**src/rtl/ps2_regs_pkg.sv**
```systemverilog
package ps2_regs_pkg;

   localparam int WIN_AW = 12;
   localparam int BYTE_W = 8;

   // Status bit positions
   localparam int ST_TX_EMPTY = 6;
   localparam int ST_TX_BUSY  = 5;
   localparam int ST_RX_FULL  = 4;
   localparam int ST_RX_BUSY  = 3;
   localparam int ST_RX_PAR   = 2;
   localparam int ST_LINE_CLK = 1;
   localparam int ST_LINE_DAT = 0;

   // Control bit positions used by the interrupt logic
   localparam int CT_TX_IE = 3;
   localparam int CT_RX_IE = 4;

   typedef enum logic [2:0] {
      SEL_NONE,
      SEL_CTRL,
      SEL_STAT,
      SEL_DATA,
      SEL_CDIV,
      SEL_IRID,
      SEL_IDENT
   } reg_sel_e;

   function automatic logic [BYTE_W-1:0] ident_byte(input logic [2:0] idx);
      logic [BYTE_W-1:0] b;
      case (idx)
         3'd0:    b = 8'h50;
         3'd1:    b = 8'h10;
         3'd2:    b = 8'h04;
         3'd3:    b = 8'h00;
         3'd4:    b = 8'h0D;
         3'd5:    b = 8'hF0;
         3'd6:    b = 8'h05;
         default: b = 8'hB1;
      endcase
      return b;
   endfunction

endpackage

```
**src/rtl/ps2_addr_decode.sv**
```systemverilog
module ps2_addr_decode
   import ps2_regs_pkg::*;
(
   input  logic [WIN_AW-1:0] addr,
   output reg_sel_e          sel,
   output logic [2:0]        id_idx
);
   localparam int WORD_W = WIN_AW - 2;

   logic [WORD_W-1:0] word;
   logic              aligned;
   logic              in_ident;

   assign word     = addr[WIN_AW-1:2];
   assign aligned  = (addr[1:0] == 2'b00);
   // Identification area: the top eight words of the window
   assign in_ident = (addr[WIN_AW-1:5] == '1);
   assign id_idx   = addr[4:2];

   always_comb begin
      sel = SEL_NONE;
      if (aligned) begin
         if (in_ident) begin
            sel = SEL_IDENT;
         end else begin
            case (word)
               WORD_W'(0): sel = SEL_CTRL;
               WORD_W'(1): sel = SEL_STAT;
               WORD_W'(2): sel = SEL_DATA;
               WORD_W'(3): sel = SEL_CDIV;
               WORD_W'(4): sel = SEL_IRID;
               default:    sel = SEL_NONE;
            endcase
         end
      end
   end
endmodule

```
**src/rtl/ps2_rx_hold.sv**
```systemverilog
module ps2_rx_hold #(
   parameter int BW = 8
) (
   input  logic          clk,
   input  logic          rst_n,
   input  logic          rx_valid,
   input  logic [BW-1:0] rx_byte,
   input  logic          take,
   output logic          pending,
   output logic [BW-1:0] read_val,
   output logic          parity
);
   logic [BW-1:0] hold_q;
   logic [BW-1:0] last_q;

   always_ff @(posedge clk) begin
      if (!rst_n) begin
         hold_q  <= '0;
         last_q  <= '0;
         pending <= 1'b0;
      end else begin
         if (take && pending) begin
            last_q <= hold_q;
         end
         if (rx_valid) begin
            hold_q  <= rx_byte;
            pending <= 1'b1;
         end else if (take) begin
            pending <= 1'b0;
         end
      end
   end

   // Value a data read returns this cycle
   assign read_val = pending ? hold_q : last_q;
   assign parity   = ^last_q;
endmodule

```
**src/rtl/ps2_tx_launch.sv**
```systemverilog
module ps2_tx_launch #(
   parameter int BW = 8
) (
   input  logic          clk,
   input  logic          rst_n,
   input  logic          wr_data,
   input  logic [BW-1:0] wbyte,
   input  logic          tx_busy,
   output logic          tx_start,
   output logic [BW-1:0] tx_byte
);
   logic go;

   assign go = wr_data && !tx_busy;

   always_ff @(posedge clk) begin
      if (!rst_n) begin
         tx_start <= 1'b0;
         tx_byte  <= '0;
      end else begin
         tx_start <= go;
         if (go) begin
            tx_byte <= wbyte;
         end
      end
   end
endmodule

```
**src/rtl/ps2_host_regs.sv**
```systemverilog
module ps2_host_regs
   import ps2_regs_pkg::*;
#(
   parameter int DATA_W    = 32,
   parameter bit HAS_IDENT = 1'b1
) (
   input  logic               clk,
   input  logic               rst_n,
   input  logic               bus_sel,
   input  logic               bus_wr,
   input  logic [WIN_AW-1:0]  bus_addr,
   input  logic [DATA_W-1:0]  bus_wdata,
   output logic [DATA_W-1:0]  bus_rdata,
   input  logic [BYTE_W-1:0]  rx_byte,
   input  logic               rx_valid,
   input  logic               rx_active,
   input  logic               line_clk,
   input  logic               line_dat,
   output logic [BYTE_W-1:0]  tx_byte,
   output logic               tx_start,
   input  logic               tx_busy,
   output logic               irq
);
   localparam int ST_W = ST_TX_EMPTY + 1;

   if (DATA_W < 8) begin : g_bad_width
      $error("ps2_host_regs: DATA_W must be at least 8");
   end

   reg_sel_e            sel;
   logic [2:0]          id_idx;
   logic                do_rd;
   logic                do_wr;
   logic [DATA_W-1:0]   ctrl_q;
   logic [DATA_W-1:0]   cdiv_q;
   logic                rx_pending;
   logic [BYTE_W-1:0]   rx_read_val;
   logic                rx_parity;
   logic [ST_W-1:0]     stat;
   logic [BYTE_W-1:0]   ident_val;
   logic [DATA_W-1:0]   rd_val;

   assign do_rd = bus_sel && !bus_wr;
   assign do_wr = bus_sel &&  bus_wr;

   ps2_addr_decode u_dec (
      .addr   (bus_addr),
      .sel    (sel),
      .id_idx (id_idx)
   );

   ps2_rx_hold #(.BW(BYTE_W)) u_rx (
      .clk      (clk),
      .rst_n    (rst_n),
      .rx_valid (rx_valid),
      .rx_byte  (rx_byte),
      .take     (do_rd && (sel == SEL_DATA)),
      .pending  (rx_pending),
      .read_val (rx_read_val),
      .parity   (rx_parity)
   );

   ps2_tx_launch #(.BW(BYTE_W)) u_tx (
      .clk      (clk),
      .rst_n    (rst_n),
      .wr_data  (do_wr && (sel == SEL_DATA)),
      .wbyte    (bus_wdata[BYTE_W-1:0]),
      .tx_busy  (tx_busy),
      .tx_start (tx_start),
      .tx_byte  (tx_byte)
   );

   always_ff @(posedge clk) begin
      if (!rst_n) begin
         ctrl_q <= '0;
         cdiv_q <= '0;
      end else if (do_wr) begin
         if (sel == SEL_CTRL) ctrl_q <= bus_wdata;
         if (sel == SEL_CDIV) cdiv_q <= bus_wdata;
      end
   end

   if (HAS_IDENT) begin : g_ident
      assign ident_val = ident_byte(id_idx);
   end else begin : g_no_ident
      assign ident_val = '0;
   end

   always_comb begin
      stat              = '0;
      stat[ST_TX_EMPTY] = !tx_busy;
      stat[ST_TX_BUSY]  = tx_busy;
      stat[ST_RX_FULL]  = rx_pending;
      stat[ST_RX_BUSY]  = rx_active;
      stat[ST_RX_PAR]   = rx_parity;
      stat[ST_LINE_CLK] = line_clk;
      stat[ST_LINE_DAT] = line_dat;
   end

   always_comb begin
      rd_val = '0;
      case (sel)
         SEL_CTRL:  rd_val = ctrl_q;
         SEL_STAT:  rd_val = DATA_W'(stat);
         SEL_DATA:  rd_val = DATA_W'(rx_read_val);
         SEL_CDIV:  rd_val = cdiv_q;
         SEL_IRID:  rd_val = DATA_W'({1'b1, rx_pending});
         SEL_IDENT: rd_val = DATA_W'(ident_val);
         default:   rd_val = '0;
      endcase
   end

   always_ff @(posedge clk) begin
      if (!rst_n) begin
         bus_rdata <= '0;
      end else if (do_rd) begin
         bus_rdata <= rd_val;
      end
   end

   assign irq = (ctrl_q[CT_RX_IE] && rx_pending) || ctrl_q[CT_TX_IE];

endmodule

```
**config.mk**
```make
export PLATFORM = sky130hd
export DESIGN_NAME = ps2_host_regs
export DESIGN_NICKNAME = d
export VERILOG_FILES = /design/src/rtl/ps2_regs_pkg.sv /design/src/rtl/ps2_addr_decode.sv /design/src/rtl/ps2_rx_hold.sv /design/src/rtl/ps2_tx_launch.sv /design/src/rtl/ps2_host_regs.sv
export SDC_FILE = /design/constraint.sdc
export NUM_CORES = 1
export LEC_CHECK = 0
export ABC_AREA = 0
export BUFFER_PORTS_ARGS = -buffer_cell sky130_fd_sc_hd__buf_2
export CORE_MARGIN = 1
export CORE_UTILIZATION = 40
export CTS_BUF_LIST = sky130_fd_sc_hd__clkbuf_4
export DETAILED_ROUTE_END_ITERATION = 6
export PLACE_DENSITY = 0.71
export SLEW_MARGIN = 10
export SYNTH_ARGS = -nofsm -noshare
export SYNTH_HDL_FRONTEND = slang
export SYNTH_SLANG_ARGS = --single-unit
```
**constraint.sdc**
```tcl
create_clock -name clk -period 2.35 [get_ports clk]
set_clock_uncertainty 0.2 [all_clocks]
set_input_delay 0.235 -clock clk [delete_from_list [all_inputs] [get_ports clk]]
set_output_delay 0.235 -clock clk [all_outputs]
set_load 0.05 [all_outputs]
```
==> impl_metrics.yaml, run 1 <==
run_status:
  outcome: "finished clean"
drt:
  avgRoutedWirePerCell_um: 14.70
  drt_iter0_drc: 334
  postRouteAntennaNets: 0
  finalWirelength_um: 13600
  dr.pass1.iters: 5
  drcViolationCount: 0
  vias: 4669
  via_per_inst: 5.048
placed_design:
  routabilityCongestion: 0.8941
  dp_hpwl_um: 8952
  placed_cells: 840
  port_buffers: 102
  dpl_cell_area_sq_um: 5872
grt:
  overflow: 0
  grt_max_degree: 86
  grt_pass1_wl_um: 21670
  grt_pass1_vias: 4478
  track_usage: 0.2132
  antenna_found_initial: 1
worst_setup_path:
  critPathLaunchType: "flop"
  r2r_setup_slack_ns: 0.40
  cp_max_fo: 13
  reg2reg_to: "u_rx.hold_q[6]"
  r2r_start: "u_rx.hold_q[6]"
  cp-end-kind: "output pin"
  rr_worst_depth: 4
  cp.arrival_ns: 1.74
  cp.required_ns: 1.91
  path_class: "flop to output pin"
sta:
  fin_setup_tns_ns: 0
  fin_crit_ns: 2.174
  relSlewSlack: 0.5528
  hold_viol_final: 0
  rsz0062_at_grt: "false"
  finalMaxSlewViolations: 0
  worst_pin_slew_ns: 0.6708
  final-setup-viol-count: 0
  fin_crit_sh: 0.9249
  max_freq_ghz: 0.4601
yosys:
  ys_top_cells_by_area: "dfxtp_1 (47%), nand2_1 (12%), mux2i_1 (7.4%), a21boi_1 (5.0%), a21boi_0 (4.5%)"
  syn-num-nets: 653
  yosysSeqAreaShare: 0.4738
  post_synth.cell_area_avg_sq_um: 8.708
  synth.distinct_cells: 44
  synth.top_cell.area_share: 0.4738
  synth_top_area_cell: "dfxtp_1"
  netlist_area_sq_um: 5155
  synth_warnings: 0
  synthCells: 592
  ys.flop_type: "dfxtp_1"
  synth_edf_count: 0
  ys_ff_latch: 122
  synthArstFlopShare: 0
floorplanning:
  fp.coreArea_sq_um: 12570
  pin_count: 103
  dieArea_sq_um: 13340
  initial_core_util: 0.4102
  die_width_um: 115.5
  rows: 41
  chipHeight_um: 115.5
pwr:
  power_leakage_nw: 2.528
  powerDensity_nw_per_um2: 569.4
  ir_drop_mv: 0.2462
finish:
  stdcell_area_sq_um: 6673
  final_cells: 925
  fin_util: 0.5309
  finalNetCount: 801
  drive_gt1_frac: 0.2074
  syn2layout_area_growth_pct: 29.44
cts:
  cts_sinks: 122
  clk_path_buf_depth: 2
  clockRootBuffer: "clkbuf_4"
  ctsResizeCount: 0
  cts-hold-fix-buffers: 53
  cts_tree: "yes"
  clk_pin_slew_ns: 0.10
  cts_made_buffers: 17
  htree_levels: 4
  clk_latency_ns: 0.52
  post_cts_buffers: 0
hold_path:
  holdPathEnd: "bus_rdata[7]"
  min_path_type: "input port to flop"
  holdPathStages: 5
  hp-start: "bus_wr"
run:
  drv_cap: 0
critical path, cell delays in order, from the launching register on:
cell and delay, ns:
dfxtp_1 0.72, a21o_1 0.23, buf_2 0.26
cell families (layout without fill, tap and decap cells):
logic type,after synthesis,count (layout),share of synthesized area
AO/OA/AOI/OAI,143,143,0.1939
buffers and inverters,45,205,0.03665
XOR/XNOR,7,7,0.01189
AND/OR/NAND/NOR,236,236,0.2078
multiplexers,39,39,0.07597
other,0,1,0
flip-flops,122,122,0.4738
per-layer routing:
layer | share of wire | global-route usage
met1 | 0.45 | 0.2710
met2 | 0.47 | 0.3425
met3 | 0.064 | 0.05178
met4 | 0.015 | 0.09697
met5 | 0 | 0
where the power goes:
part,leakage [nW],switching (W),internal [W]
combinational,1.41,0.000128,0.000156
clock,0.134,0.000784,0.000641
sequential,0.984,0.0000138,0.00208
cell usage after synthesis, types with 6 or more instances:
cell type and count:
a211oi_1 6, a21boi_0 31, a21boi_1 34, a22oi_1 24
buf_2 10, clkbuf_1 29, dfxtp_1 122, mux2i_1 38
nand2_1 159, nand3_1 6, nor2_1 12, nor2b_1 32
nor3_1 6, o21ai_0 27, xnor2_1 6
stage by stage:
step                worst slack [ns]  total power [W]  hold slack (ns)
floorplan                     0.4053         0.002243           0.1742
global placement              0.2019         0.002339           0.2334
detailed placement            0.1319         0.002344           0.2409
CTS                           0.1333         0.003827          0.02370
global route                 0.09227         0.003943          0.05691
finish                        0.1764         0.003799          0.08229
state kept, by name (all words and copies together), names as in the netlist:
name / flops
ctrl_q: 32
u_tx.tx_byte: 8
u_rx.hold_q: 8
u_tx.tx_start: 1
cdiv_q: 32
u_rx.pending: 1
bus_rdata: 32
u_rx.last_q: 8
how the worst max path moves through the flow:
stage,start,to,cells after the start
finish,u_rx.pending,irq,2
global route,u_rx.pending,irq,2
CTS,u_rx.pending,irq,2
detailed placement,bus_addr[10],bus_rdata[29],8
global placement,bus_addr[10],bus_rdata[8],8
floorplan,bus_addr[2],ctrl_q[10],8
placed cells by master (no fill, tap or decap), types with 3 or more instances in the layout:
cell and count:
a211oi_1 6, a21boi_0 31, a21boi_1 34, a21oi_1 3
a22oi_1 24, and4_1 4, buf_12 3, buf_2 102
buf_4 13, clkbuf_4 19, clkinv_2 3, clkinvlp_4 5
dfxtp_1 122, dlygate4sd3_1 53, inv_1 3, mux2i_1 38
nand2_1 159, nand3_1 6, nand4_1 4, nor2_1 11
nor2b_1 31, nor3_1 6, o21ai_0 27, o22ai_1 4
xnor2_1 6
cell type report:
cell class	instances	area, sq um
flip-flops and latches	122	2442
multi-input cells	425	2535
diodes	1	2.502
repair buffers	171	1199
clock inverters	12	125.1
well taps	172	215.2
fillers	1122	5896
clock buffers	19	142.6
inverters	3	11.26
Note: power is estimated with default switching activity, not from simulation.
==> run 2: changes to the inputs <==
--- a/config.mk
+++ b/config.mk
@@ -15,4 +15,5 @@
 export SLEW_MARGIN = 10
 export SYNTH_ARGS = -nofsm -noshare
 export SYNTH_HDL_FRONTEND = slang
+export SYNTH_HIERARCHICAL = 1
 export SYNTH_SLANG_ARGS = --single-unit
==> impl_metrics.yaml, run 2 <==
worst_setup_path:
  cp.required_ns: 2.56
  cp_slowest_cell: "dlygate4sd3_1"
  path_delay_family: "buffers and inverters"
  crit_path_frequent_cell: "buf_4"
  cp-end-kind: "flop"
  cp_num_buf_inv: 4
  cp_max_fo: 6
  slowest_delay_ns: 0.56
  cp.arrival_ns: 2.46
  critPathLaunchType: "input port"
  worstPathCellList: "buf_2 > nor4_4 > buf_4 > o211ai_1 > a21oi_1 > buf_4 > and2b_1 > a22oi_1 > a2bb2oi_1 > dlygate4sd3_1 > a31oi_1"
  path_class: "input port to flop"
sta:
  rsz0062_at_grt: "false"
  hold_viol_final: 0
  max_freq_ghz: 0.4444
  relSlewSlack: 0.5678
  final-setup-viol-count: 0
  fin_crit_ns: 2.250
  finalMaxSlewViolations: 0
  worst_pin_slew_ns: 0.6483
  fin_crit_sh: 0.9574
cts:
  cts_made_buffers: 17
  htree_levels: 4
  clk_path_buf_depth: 2
  clk_latency_ns: 0.51
  clk_pin_slew_ns: 0.11
  cts_tree: "yes"
  cts_sinks: 122
  clockRootBuffer: "clkbuf_4"
pwr:
  powerDensity_nw_per_um2: 531.0
  ir_drop_mv: 0.2175
  power_leakage_nw: 2.757
  power_w: 0.003800
placed_design:
  port_buffers: 102
  dp_hpwl_um: 9721
  dpl_cell_area_sq_um: 6327
  routabilityCongestion: 0.8489
finish:
  syn2layout_area_growth_pct: 29.56
  fill_cells: 1235
  reg_top3: "bus_rdata x32, cdiv_q x32, ctrl_q x32"
  finalNetCount: 840
  final_common_cell: "nand2_1"
  layout_common_cells: "nand2_1 (158), dfxtp_1 (122), buf_2 (102)"
  stdcell_area_sq_um: 7157
  drive_gt1_frac: 0.2491
drt:
  via_per_inst: 5.174
  finalWirelength_um: 14320
  postRouteAntennaNets: 0
  dr.pass1.iters: 7
  drt_iter0_drc: 318
  vias: 5008
  avgRoutedWirePerCell_um: 14.79
  drcViolationCount: 0
floorplanning:
  dieArea_sq_um: 14280
  pin_count: 103
  fp.coreArea_sq_um: 13350
  die_width_um: 119.5
  chipHeight_um: 119.5
  rows: 42
  initial_core_util: 0.4139
grt:
  grt_pass1_wl_um: 23490
  grt_pass1_vias: 4838
  track_usage: 0.2072
  grt_max_degree: 85
  overflow: 0
  antenna_found_initial: 1
yosys:
  synth_edf_count: 0
  post_synth.cell_area_avg_sq_um: 8.924
  yosysMostFrequentCell: "nand2_1"
  synth_top_area_cell: "dfxtp_1"
  yosysSeqAreaShare: 0.4421
  synthCells: 619
  ys_top_cells_by_area: "dfxtp_1 (44%), nand2_1 (11%), a21boi_1 (8.7%), nor2b_1 (4.5%), a22oi_1 (4.1%)"
  syn-num-nets: 680
  ys.flop_type: "dfxtp_1"
  synthArstFlopShare: 0
  ys_top_cells_by_count: "nand2_1 (159), dfxtp_1 (122), a21boi_1 (64)"
  ys_ff_latch: 122
  netlist_area_sq_um: 5524
  synth_warnings: 6
  synth.top_cell.area_share: 0.4421
  synth.distinct_cells: 58
run:
  drv_cap: 0
hold_path:
  min_path_type: "input port to flop"
run_status:
  outcome: "finished clean"
## run 2: cell count changes after synthesis, sizes merged, moves of 7 or more
cell    change
mux2i      -20
a21boi      +7
mux2       +10
o21ai      -21
a22o       +24
clkbuf     -13
buf        +23
nor2b      +10
## run 2: area by class of cell
cell class | instances | area (sq um) | share of cell area
sequential | 122 | 2442 | 0.3413
tap | 176 | 220.2 | 0.03077
clock inverter | 14 | 132.6 | 0.01853
clock buffer | 17 | 127.6 | 0.01783
multi-input combinational | 443 | 2801 | 0.3914
antenna | 1 | 2.502 | 0.0003497
inverter | 2 | 7.507 | 0.001049
timing repair buffer | 193 | 1423 | 0.1988
## run 2: where the power goes
part           switching [W]  internal (W)
logic               0.000142      0.000170
registers          0.0000143       0.00208
clock network       0.000786      0.000608
## run 2: worst register-to-register path, cell delays in order, from the launching register on
cell	delay, ns
dfxtp_1	0.62
mux2_2	0.41
mux2_1	0.29
nand2_1	0.07
a31oi_1	0.11
a31o_1	0.20
## run 2: worst paths after layout
| path | from | endpoint | slack, ns | cells after the start |
|---|---|---|---|---|
| hold reg to reg | cdiv_q[19] | cdiv_q[19] | 0.26 | 2 |
| setup / recovery | bus_addr[5] | bus_rdata[3] | 0.10 | 11 |
| setup reg to reg | u_rx/pending | bus_rdata[1] | 0.35 | 5 |
| hold / removal | bus_sel | bus_rdata[3] | 0.04 | 4 |
## run 2: logic make-up (layout without fill, tap and decap cells)
family,Yosys count,after routing,synth area share
multiplexers,29,29,0.05504
XOR/XNOR,9,9,0.01427
AND/OR/NAND/NOR,247,247,0.2125
AO/OA/AOI/OAI,158,158,0.2181
flip-flops,122,122,0.4421
other,0,1,0
buffers and inverters,54,226,0.05799
## run 2: metal layers
layer	share of wire	global-route usage	vias up
li1	-	-	2456
met1	0.45	0.2599	2357
met2	0.47	0.3447	163
met3	0.054	0.04325	32
met4	0.024	0.08594	0
met5	0	0	-
## run 2: through the flow
step / hold slack (ns) / setup slack (ns) / setup TNS [ns] / instances / utilization
2_1_floorplan: 0.1683 / 0.0007045 / 0 / 619 / -
6_report: 0.03994 / 0.1000 / 0 / 968 / 0.5362
4_1_cts: 0.006274 / 0.05994 / 0 / 966 / 0.5348
5_1_grt: 0.004721 / 0.003952 / 0 / 968 / 0.5362
3_5_place_dp: 0.2453 / -0.1158 / -5.123 / 880 / 0.4740
3_3_place_gp: 0.2397 / -0.08009 / -4.341 / 880 / 0.4740
## run 2: what timing repair did
| action | 4_1_cts | 5_1_grt |
|---|---|---|
| hold endpoints to repair | 93 | 0 |
| gates resized for setup | 0 | 3 |
| setup endpoints to repair | 0 | 1 |
| buffers inserted | 0 | 1 |
| hold buffers | 55 | 0 |
